**config.mk**
```make
export PLATFORM = sky130hd
export DESIGN_NAME = page_dram_ctrl
export DESIGN_NICKNAME = d
export VERILOG_FILES = /design/src/rtl/pdc_pkg.sv /design/src/rtl/pdc_datapath.sv /design/src/rtl/pdc_control.sv /design/src/rtl/page_dram_ctrl.sv
export SDC_FILE = /design/constraint.sdc
export NUM_CORES = 1
export LEC_CHECK = 0
export BUFFER_PORTS_ARGS = -buffer_cell sky130_fd_sc_hd__buf_2
export CAP_MARGIN = 20
export CORE_ASPECT_RATIO = 2
export CORE_MARGIN = 2
export CORE_UTILIZATION = 51
export CTS_BUF_LIST = sky130_fd_sc_hd__clkbuf_8 sky130_fd_sc_hd__clkbuf_16
export CTS_CLUSTER_DIAMETER = 50
export CTS_CLUSTER_SIZE = 25
export DETAILED_ROUTE_END_ITERATION = 8
export GPL_ROUTABILITY_DRIVEN = 0
export HOLD_SLACK_MARGIN = 0.1
export PLACE_DENSITY = 0.79
export SLEW_MARGIN = 5
export SYNTH_ARGS = -nofsm -noshare
export SYNTH_HDL_FRONTEND = slang
export SYNTH_SLANG_ARGS = --single-unit
```
**constraint.sdc**
```tcl
create_clock -name clk -period 3.06 [get_ports clk]
set_input_delay 0.612 -clock clk [delete_from_list [all_inputs] [get_ports clk]]
set_output_delay 0.612 -clock clk [all_outputs]
set_load 0.05 [all_outputs]
```
**src/rtl/pdc_pkg.sv**
```systemverilog
package pdc_pkg;

  typedef enum logic [2:0] {
    S_PRE,    // row strobe high, precharging
    S_IDLE,   // precharged, no row open
    S_ACT,    // row strobe low, row-to-column delay
    S_COLSU,  // column address and write enable set up, strobes high
    S_CASLO,  // column strobes low
    S_OPEN,   // row held open, waiting for next access
    S_REFC,   // refresh: column strobes low, row strobe high
    S_REFR    // refresh: both strobes low
  } pdcState_t;

  typedef struct packed {
    logic loadReq;    // latch the accepted request
    logic selCol;     // column half on the address pins
    logic driveData;  // enable write data onto the pins
    logic capture;    // sample read data this edge
  } pdcStrobe_t;

endpackage

```
**src/rtl/pdc_datapath.sv**
```systemverilog
module pdc_datapath
  import pdc_pkg::*;
#(
  parameter int ADDR_BITS = 10,
  parameter int DATA_W    = 16
) (
  input  logic                   clk,
  input  logic                   rstN,
  input  pdcStrobe_t             ctl,
  input  logic [2*ADDR_BITS-1:0] reqAddr,
  input  logic [DATA_W-1:0]      reqWdata,
  input  logic [DATA_W/8-1:0]    reqMask,
  input  logic                   reqWrite,
  input  logic [DATA_W-1:0]      memDin,
  output logic                   rowHit,
  output logic [DATA_W/8-1:0]    curMask,
  output logic                   curWrite,
  output logic [ADDR_BITS-1:0]   memAddr,
  output logic [DATA_W-1:0]      memDout,
  output logic                   memDoutEn,
  output logic                   rdValid,
  output logic [DATA_W-1:0]      rdData
);

  localparam int LANES = DATA_W / 8;

  logic [ADDR_BITS-1:0] latRow, latCol;
  logic [DATA_W-1:0]    latData, capWord;
  logic [LANES-1:0]     normMask;

  // an empty mask selects every lane
  assign normMask = (reqMask == '0) ? '1 : reqMask;

  always_ff @(posedge clk or negedge rstN) begin
    if (!rstN) begin
      latRow   <= '0;
      latCol   <= '0;
      latData  <= '0;
      curMask  <= '1;
      curWrite <= 1'b0;
    end else if (ctl.loadReq) begin
      latRow   <= reqAddr[2*ADDR_BITS-1:ADDR_BITS];
      latCol   <= reqAddr[ADDR_BITS-1:0];
      latData  <= reqWdata;
      curMask  <= normMask;
      curWrite <= reqWrite;
    end
  end

  assign rowHit    = (reqAddr[2*ADDR_BITS-1:ADDR_BITS] == latRow);
  assign memAddr   = ctl.selCol ? latCol : latRow;
  assign memDout   = latData;
  assign memDoutEn = ctl.driveData;

  for (genvar g = 0; g < LANES; g++) begin : gLane
    assign capWord[g*8 +: 8] = curMask[g] ? memDin[g*8 +: 8] : 8'h00;
  end

  always_ff @(posedge clk or negedge rstN) begin
    if (!rstN) begin
      rdValid <= 1'b0;
      rdData  <= '0;
    end else begin
      rdValid <= ctl.capture;
      if (ctl.capture) rdData <= capWord;
    end
  end

endmodule

```
**src/rtl/pdc_control.sv**
```systemverilog
module pdc_control
  import pdc_pkg::*;
#(
  parameter int T_RP         = 3,
  parameter int T_RCD        = 2,
  parameter int T_CAS        = 3,
  parameter int T_LAT        = 2,
  parameter int REF_INTERVAL = 12500,
  parameter int LANES        = 2
) (
  input  logic             clk,
  input  logic             rstN,
  input  logic             reqValid,
  input  logic             rowHit,
  input  logic [LANES-1:0] curMask,
  input  logic             curWrite,
  output logic             reqReady,
  output pdcStrobe_t       ctl,
  output logic             memRasN,
  output logic [LANES-1:0] memCasN,
  output logic             memWeN,
  output logic             memOeN
);

  localparam int REF_LEN = T_RCD + T_CAS;
  localparam int LONGEST = (REF_LEN > T_RP) ? REF_LEN : T_RP;
  localparam int CNT_W   = $clog2(LONGEST + 1);
  localparam int REF_W   = $clog2(REF_INTERVAL);

  localparam logic [CNT_W-1:0] RP_LOAD  = CNT_W'(T_RP - 1);
  localparam logic [CNT_W-1:0] RCD_LOAD = CNT_W'(T_RCD - 1);
  localparam logic [CNT_W-1:0] CAS_LOAD = CNT_W'(T_CAS - 1);
  localparam logic [CNT_W-1:0] REF_LOAD = CNT_W'(REF_LEN - 1);
  localparam logic [CNT_W-1:0] CAP_AT   = CNT_W'(T_CAS - T_LAT);
  localparam logic [REF_W-1:0] REF_LAST = REF_W'(REF_INTERVAL - 1);

  pdcState_t        st, stNext;
  logic [CNT_W-1:0] waitCnt, waitNext;
  logic [REF_W-1:0] refTimer;
  logic             refPend, accept, cntDone;

  assign cntDone  = (waitCnt == '0);
  assign reqReady = !refPend && (st == S_IDLE || (st == S_OPEN && rowHit));
  assign accept   = reqValid && reqReady;

  always_comb begin
    stNext   = st;
    waitNext = cntDone ? '0 : waitCnt - 1'b1;
    case (st)
      S_PRE:   if (cntDone) stNext = S_IDLE;
      S_IDLE: begin
        if (refPend) begin
          stNext = S_REFC;
        end else if (accept) begin
          stNext   = S_ACT;
          waitNext = RCD_LOAD;
        end
      end
      S_ACT:   if (cntDone) stNext = S_COLSU;
      S_COLSU: begin
        stNext   = S_CASLO;
        waitNext = CAS_LOAD;
      end
      S_CASLO: if (cntDone) stNext = S_OPEN;
      S_OPEN: begin
        if (refPend || (reqValid && !rowHit)) begin
          stNext   = S_PRE;
          waitNext = RP_LOAD;
        end else if (accept) begin
          stNext = S_COLSU;
        end
      end
      S_REFC: begin
        stNext   = S_REFR;
        waitNext = REF_LOAD;
      end
      S_REFR: begin
        if (cntDone) begin
          stNext   = S_PRE;
          waitNext = RP_LOAD;
        end
      end
      default: stNext = S_PRE;
    endcase
  end

  always_ff @(posedge clk or negedge rstN) begin
    if (!rstN) begin
      st      <= S_PRE;
      waitCnt <= RP_LOAD;
    end else begin
      st      <= stNext;
      waitCnt <= waitNext;
    end
  end

  // distributed refresh timer; a new tick wins over the clear
  always_ff @(posedge clk or negedge rstN) begin
    if (!rstN) begin
      refTimer <= '0;
      refPend  <= 1'b0;
    end else if (refTimer == REF_LAST) begin
      refTimer <= '0;
      refPend  <= 1'b1;
    end else begin
      refTimer <= refTimer + 1'b1;
      if (st == S_REFC) refPend <= 1'b0;
    end
  end

  logic colPhase, inRefresh;
  assign colPhase  = (st == S_COLSU) || (st == S_CASLO);
  assign inRefresh = (st == S_REFC) || (st == S_REFR);

  assign ctl.loadReq   = accept;
  assign ctl.selCol    = colPhase;
  assign ctl.driveData = colPhase && curWrite;
  assign ctl.capture   = (st == S_CASLO) && !curWrite && (waitCnt == CAP_AT);

  assign memRasN = !((st == S_ACT) || colPhase || (st == S_OPEN) || (st == S_REFR));
  assign memWeN  = !(colPhase && curWrite);
  assign memOeN  = !((st == S_CASLO) && !curWrite);

  for (genvar i = 0; i < LANES; i++) begin : gCas
    assign memCasN[i] = !(((st == S_CASLO) && curMask[i]) || inRefresh);
  end

endmodule

```
**src/rtl/page_dram_ctrl.sv**
```systemverilog
module page_dram_ctrl
  import pdc_pkg::*;
#(
  parameter int ADDR_BITS    = 10,
  parameter int DATA_W       = 16,
  parameter int T_RP         = 3,
  parameter int T_RCD        = 2,
  parameter int T_CAS        = 3,
  parameter int T_LAT        = 2,
  parameter int REF_INTERVAL = 12500
) (
  input  logic                   clk,
  input  logic                   rstN,
  input  logic                   reqValid,
  output logic                   reqReady,
  input  logic                   reqWrite,
  input  logic [2*ADDR_BITS-1:0] reqAddr,
  input  logic [DATA_W-1:0]      reqWdata,
  input  logic [DATA_W/8-1:0]    reqMask,
  output logic                   rdValid,
  output logic [DATA_W-1:0]      rdData,
  output logic [ADDR_BITS-1:0]   memAddr,
  output logic                   memRasN,
  output logic [DATA_W/8-1:0]    memCasN,
  output logic                   memWeN,
  output logic                   memOeN,
  output logic [DATA_W-1:0]      memDout,
  output logic                   memDoutEn,
  input  logic [DATA_W-1:0]      memDin
);

  localparam int LANES = DATA_W / 8;

  pdcStrobe_t       ctl;
  logic             rowHit, curWrite;
  logic [LANES-1:0] curMask;

  pdc_control #(
    .T_RP(T_RP), .T_RCD(T_RCD), .T_CAS(T_CAS), .T_LAT(T_LAT),
    .REF_INTERVAL(REF_INTERVAL), .LANES(LANES)
  ) u_ctl (
    .clk(clk), .rstN(rstN), .reqValid(reqValid), .rowHit(rowHit),
    .curMask(curMask), .curWrite(curWrite), .reqReady(reqReady), .ctl(ctl),
    .memRasN(memRasN), .memCasN(memCasN), .memWeN(memWeN), .memOeN(memOeN)
  );

  pdc_datapath #(.ADDR_BITS(ADDR_BITS), .DATA_W(DATA_W)) u_dp (
    .clk(clk), .rstN(rstN), .ctl(ctl), .reqAddr(reqAddr), .reqWdata(reqWdata),
    .reqMask(reqMask), .reqWrite(reqWrite), .memDin(memDin), .rowHit(rowHit),
    .curMask(curMask), .curWrite(curWrite), .memAddr(memAddr), .memDout(memDout),
    .memDoutEn(memDoutEn), .rdValid(rdValid), .rdData(rdData)
  );

endmodule

```
* Word level (Yosys, flattened, before mapping)
Index checks and enable logic that the tools add are counted.
Word-level totals: flip-flop bits (word level) 77, input port bits 58, output and inout bits 50, word-level logic and storage cells 82
Cells by class: $add $sub $neg 2, eq/ne operators 16, muxes and demuxes 22, reductions and logical operators 31
Operators by type and width (count):
- $mux W3 | 13
- $pmux W3 S8 | 1
- $mux W8 | 2
- $pmux W3 S5 | 1
- $add A14 B1 Y14 const B | 1
- $eq A14 B14 Y1 const B | 1
- $mux W14 | 1
- $eq A3 B3 Y1 const B | 4
- $eq A10 B10 Y1 | 1
- $mux W10 | 1
- $logic_and A1 B1 Y1 | 9
- $logic_or A1 B1 Y1 | 9
- $logic_not A1 Y1 | 8
- $ne A2 B1 Y1 const B | 4
- $eq A3 B1 Y1 const B | 2
- $eq A3 B2 Y1 const B | 2
- $logic_not A3 Y1 | 2
- $reduce_and A6 Y1 | 1
- $ne A3 B1 Y1 const B | 1
- $ne A3 B2 Y1 const B | 1
- $sub A3 B1 Y3 const B | 1
- $logic_not A2 Y1 | 1
- $mux W1 | 2
- $mux W2 | 1
- $reduce_bool A2 Y1 | 1

* Depth between registers and ports, before layout
depth after elaboration 8, gate-level depth with buffers 7, depth with buffers taken out 7

* By module
From an unflattened synthesis, not the netlist that was laid out.
Second synthesis, totals: cells, all modules 312, area total of the unflattened synthesis 3754.9 sq um
By module, submodules not included:
- pdc_datapath | times used 1, cells an instance 182, area an instance 2538.7 sq um, seq. area each 1403.8 sq um
- pdc_control | times used 1, cells an instance 130, area an instance 1216.2 sq um, seq. area each 526.8 sq um

* Least setup slack after synthesis
OpenSTA, ideal clock, no wires.
kind input to output, start point input port reqAddr[19], end point output port reqReady, data arrival time 2060 ps, data required time 2448 ps, setup slack 388 ps, stages 4, path buffers 0, cell sequence xor2_1 nor4_1 nand3_1 a21oi_1
Between the ends: cells in the longest elaborated chain, start to end 4
Ends and longest elaborated chain:
- start: declaration | RTL line page_dram_ctrl.sv:17 | input logic [2*ADDR_BITS-1:0] reqAddr,
- $eq A10 B10 Y1 | RTL line pdc_datapath.sv:50 | assign rowHit = (reqAddr[2*ADDR_BITS-1:ADDR_BITS] == latRow);
- $logic_and A1 B1 Y1 | RTL line pdc_control.sv:43 | assign reqReady = !refPend && (st == S_IDLE || (st == S_OPEN && rowHit));
- $logic_or A1 B1 Y1 | RTL line pdc_control.sv:43
- $logic_and A1 B1 Y1 | RTL line pdc_control.sv:43
- end: declaration | RTL line page_dram_ctrl.sv:15 | output logic reqReady,
Every way passes these cells.

* Final worst setup path
start point register u_ctl.st[0], end point output port memAddr[3]
Between the ends: cells in the longest elaborated chain, start to end 3, elaborated cells on any way between the ends 4, classes of those cells eq/ne (2); mux (1); reduce/logical (1)
Ends and longest elaborated chain:
- start: declaration | RTL line pdc_control.sv:37 | pdcState_t st, stNext;
- start signal: assignment | RTL line pdc_control.sv:92 | st <= stNext;
- $eq A3 B2 Y1 or $eq A3 B3 Y1 (tied branches) | RTL line pdc_control.sv:112 | assign colPhase = (st == S_COLSU) || (st == S_CASLO);
- $logic_or A1 B1 Y1 (*) | RTL line pdc_control.sv:112
- $mux W10 (*) | RTL line pdc_datapath.sv:51 | assign memAddr = ctl.selCol ? latCol : latRow;
- end: declaration | RTL line page_dram_ctrl.sv:22 | output logic [ADDR_BITS-1:0] memAddr,
Mark *: on every way between the ends. The rest lies on a longest branch, timed or not.

==> results.txt <==
----------------------------------------------------
[Outcome]
  Run status ... finished, final reports clean

[Layout]
  Non-Filler Instances ... 529
  Fin area ... 0.004547 sq mm
  Inserted Diodes ... 0
  Layout-stage area growth over the synthesis result ... 26.44%
  Nets@finish ... 496
  Share of final-layout standard cells stronger than drive strength 1 ... 41.91%

[Drt]
  Sum of routed wire length over all layers ... 8247 um
  Via count ... 2842
  Final routed wire length divided by cell count ... 15.59 um
  DRC violation total after the first TritonRoute iteration ... 183
  DRC violations left ... 0
  Routed via count divided by cell count ... 5.372
  Number of nets with antenna violations after detailed routing ... 0
  Total iterations of the first detailed-routing run ... 4

[Placement]
  PortBufs ... 107
  Cell area reported after detailed placement ... 0.004227 sq mm
  Number of instances in the placed design ... 512
  Post-placement setup slack ... 0.4547 ns
  Post-DP HPWL ... 5927 um

[Setup path]
  Kind of capture point of the worst setup path ... output pin
  Max incr delay on CP ... 0.65 ns
  Dominant delay contributor by cell family on the critical path ... flip-flops
  Cells traversed along the worst timing path ... nand2b_1, o21bai_1, buf_4, mux2_2, buf_2
  Worst reg-to-reg setup slack ... 0.84 ns
  Startpoint of the worst register-to-register path ... u_dp.latRow[6]
  Element type at the critical path start ... flip-flop
  Worst EP arrival ... 2.17 ns
  Total buffers and inverters traversed by the critical path ... 2
  Crit Path Max Fanout ... 17
  Slowest stage cell, crit path ... sky130_fd_sc_hd__dfrtp_1
  Reg2Reg Capture Point ... u_dp.latCol[4]
  WP data required ... 2.45 ns
  R2R cell count ... 7
  Kind of critical path ... reg -> out

[Timing]
  Final setup viols ... 0
  Hold violation total from the final report ... 0
  Worst hold slack across all endpoints ... 0.2137 ns
  Final worst slack ... 0.2821 ns
  FMAX ... 0.3600 GHz
  Actual transition at the worst max-transition pin ... 0.5926 ns
  Headroom to the max-slew limit ... 60.19%
  Fraction of the cycle the final worst path needs ... 90.78%
  Setup repair after global routing missed its margin ... false
  Layout Skew ... 0.008815 ns
  Clock period minus final worst setup slack ... 2.778 ns
  Final Max Tran Viols ... 0
  Final total negative setup slack ... 0 ns

[GRT]
  Largest net degree at the start of global routing ... 78
  GR Overflow Total ... 0
  Number of global-route vias before repair ... 2929
  Total routing resource utilization after global routing ... 22.00%
  First-pass GRT wire length ... 13160 um
  Antenna violations before repair ... 0

[Logic synthesis]
  Cell count after synthesis ... 319
  Most instantiated library cell after synthesis ... sky130_fd_sc_hd__dfrtp_1
  Area share of the largest cell type after synthesis ... 51.50%
  Number of warning messages in the yosys log ... 0
  Syn_nets ... 381
  Synth area leaders ... sky130_fd_sc_hd__dfrtp_1 (51%), sky130_fd_sc_hd__mux2_2 (14%), sky130_fd_sc_hd__nand2_1 (4.6%), sky130_fd_sc_hd__o21ai_0 (3.8%), sky130_fd_sc_hd__xor2_1 (3.7%)
  Proportion of synthesized flip-flops having asynchronous set or reset ... 100.0%
  Netlist Area Pre-Place ... 0.003596 sq mm
  Cell type with the largest total area after synthesis ... sky130_fd_sc_hd__dfrtp_1
  Mean instance size in the synthesized netlist ... 11.27 sq um
  Post-synth EDFFs ... 0
  Number of flip-flops and latches in the synthesized netlist ... 77
  Most frequently used flop master after synthesis ... sky130_fd_sc_hd__dfrtp_1
  Count of unique library cells instantiated by Yosys ... 42
  Most instantiated cells after synthesis ... sky130_fd_sc_hd__dfrtp_1 (74), sky130_fd_sc_hd__mux2_2 (46), sky130_fd_sc_hd__nand2_1 (44)
  Sequential area share after synthesis ... 53.69%

[Die]
  Area inside the core boundary ... 0.006887 sq mm
  Die span in x ... 63.38 um
  Die Footprint ... 0.007779 sq mm
  IO Count ... 108
  Die Span Y ... 122.8 um
  Cell row count ... 43
  Starting density of the core ... 52.22%

[Power]
  Static leakage ... 2.170 nW
  Worst VDD drop ... 682.7 uV
  PD cells ... 1193 mW/mm^2

[Clock network]
  Cell chosen for the clock root ... sky130_fd_sc_hd__clkbuf_16
  Cts bufs inserted ... 9
  Number of hold-repair buffers added at the cts stage ... 0
  Worst skew pair latency ... 0.34 ns
  Post-CTS setup buffer count ... 0
  Clock tree from TritonCTS ... yes
  Depth of the CTS H-tree ... 3
  Maximum root-to-sink buffer count ... 2
  Clock input transition at the sequential cells of the worst setup and hold paths ... 0.06 ns
  Number of gates resized after CTS ... 0
  Clock tree sinks ... 77

[Job]
  Number of maximum-capacitance violations ... 0

[Min path]
  Worst hold-check path type ... in -> async

----------------------------------------------------
[layout by cell type, fill, tap and decap left out, drive strengths merged, types with 2 or more instances in the layout]
cell / netlist / routed
xor2: 15 / 15
clkbuf: 6 / 9
nor3: 7 / 7
nor2b: 2 / 2
nand2b: 4 / 4
nand2: 44 / 44
clkinv: 0 / 3
a31oi: 4 / 4
xnor2: 6 / 6
inv: 7 / 8
o21a: 3 / 3
or3: 4 / 4
nor4: 4 / 4
nor2: 13 / 13
dfstp: 3 / 3
buf: 6 / 116
a21oi: 9 / 9
o21ai: 28 / 28
mux2: 49 / 49
nand4: 3 / 3
dfrtp: 74 / 74
clkinvlp: 0 / 2
nand3: 7 / 7
ha: 4 / 4
and3: 2 / 2
o21bai: 2 / 2
[power by group]
part           internal (mW)  leakage [nW]  switching [mW]
sequential              1.39         0.892           0.277
combinational          0.885          1.14            1.84
clock                  0.626         0.143           0.407
[metrics by stage]
step | power [mW] | utilization (%)
CTS | 5.454 | 65.63
finish | 5.422 | 66.02
global placement | 4.328 | 61.37
global route | 5.692 | 66.02
floorplan | 3.781 | -
detailed placement | 4.398 | 61.37
[cell families after synthesis]
group / synth area share [%]
xor+xnor: 5.115
compound gates: 8.838
simple gates: 12.67
mux: 15.34
flops: 53.69
buf+inv: 2.957
fa+ha+maj: 1.392
[cell type report]
class | count | area, sq um
Multi-Input combinational cell | 223 | 1559
Clock inverter | 7 | 67.56
Fill cell | 570 | 2340
Timing Repair Buffer | 116 | 625.6
Tap cell | 90 | 112.6
Clock buffer | 9 | 225.2
Inverter | 7 | 26.28
Sequential cell | 77 | 1931
[flip-flops by register name, summed over array words and instances (netlist names), 2 cells and up]
name / cells
u_dp.memDout: 16
u_dp.rdData: 16
u_ctl.refTimer: 14
u_dp.latCol: 10
u_dp.latRow: 10
u_ctl.st: 3
u_ctl.waitCnt: 3
u_dp.curMask: 2
[worst max-delay path by stage]
stage,cells after the start,slack [ns],from,endpoint
2_1_floorplan,4,0.39,reqAddr[19],reqReady
3_3_place_gp,6,0.45,reqAddr[16],reqReady
3_5_place_dp,6,0.45,reqAddr[16],reqReady
4_1_cts,5,0.26,u_ctl.st[0],memAddr[3]
5_1_grt,5,0.19,u_ctl.st[0],memAddr[3]
6_report,5,0.28,u_ctl.st[0],memAddr[3]
[routing by layer]
| layer | track usage (%) | vias to the layer above | wire [um] |
|---|---|---|---|
| met2 | 40.72 | 103 | 4743 |
| met5 | 0 | - | 0 |
| met1 | 21.87 | 1368 | 2801 |
| li1 | - | 1344 | - |
| met4 | 13.18 | 0 | 335 |
| met3 | 4.950 | 27 | 367 |
Power figures use the tool's default switching activity.
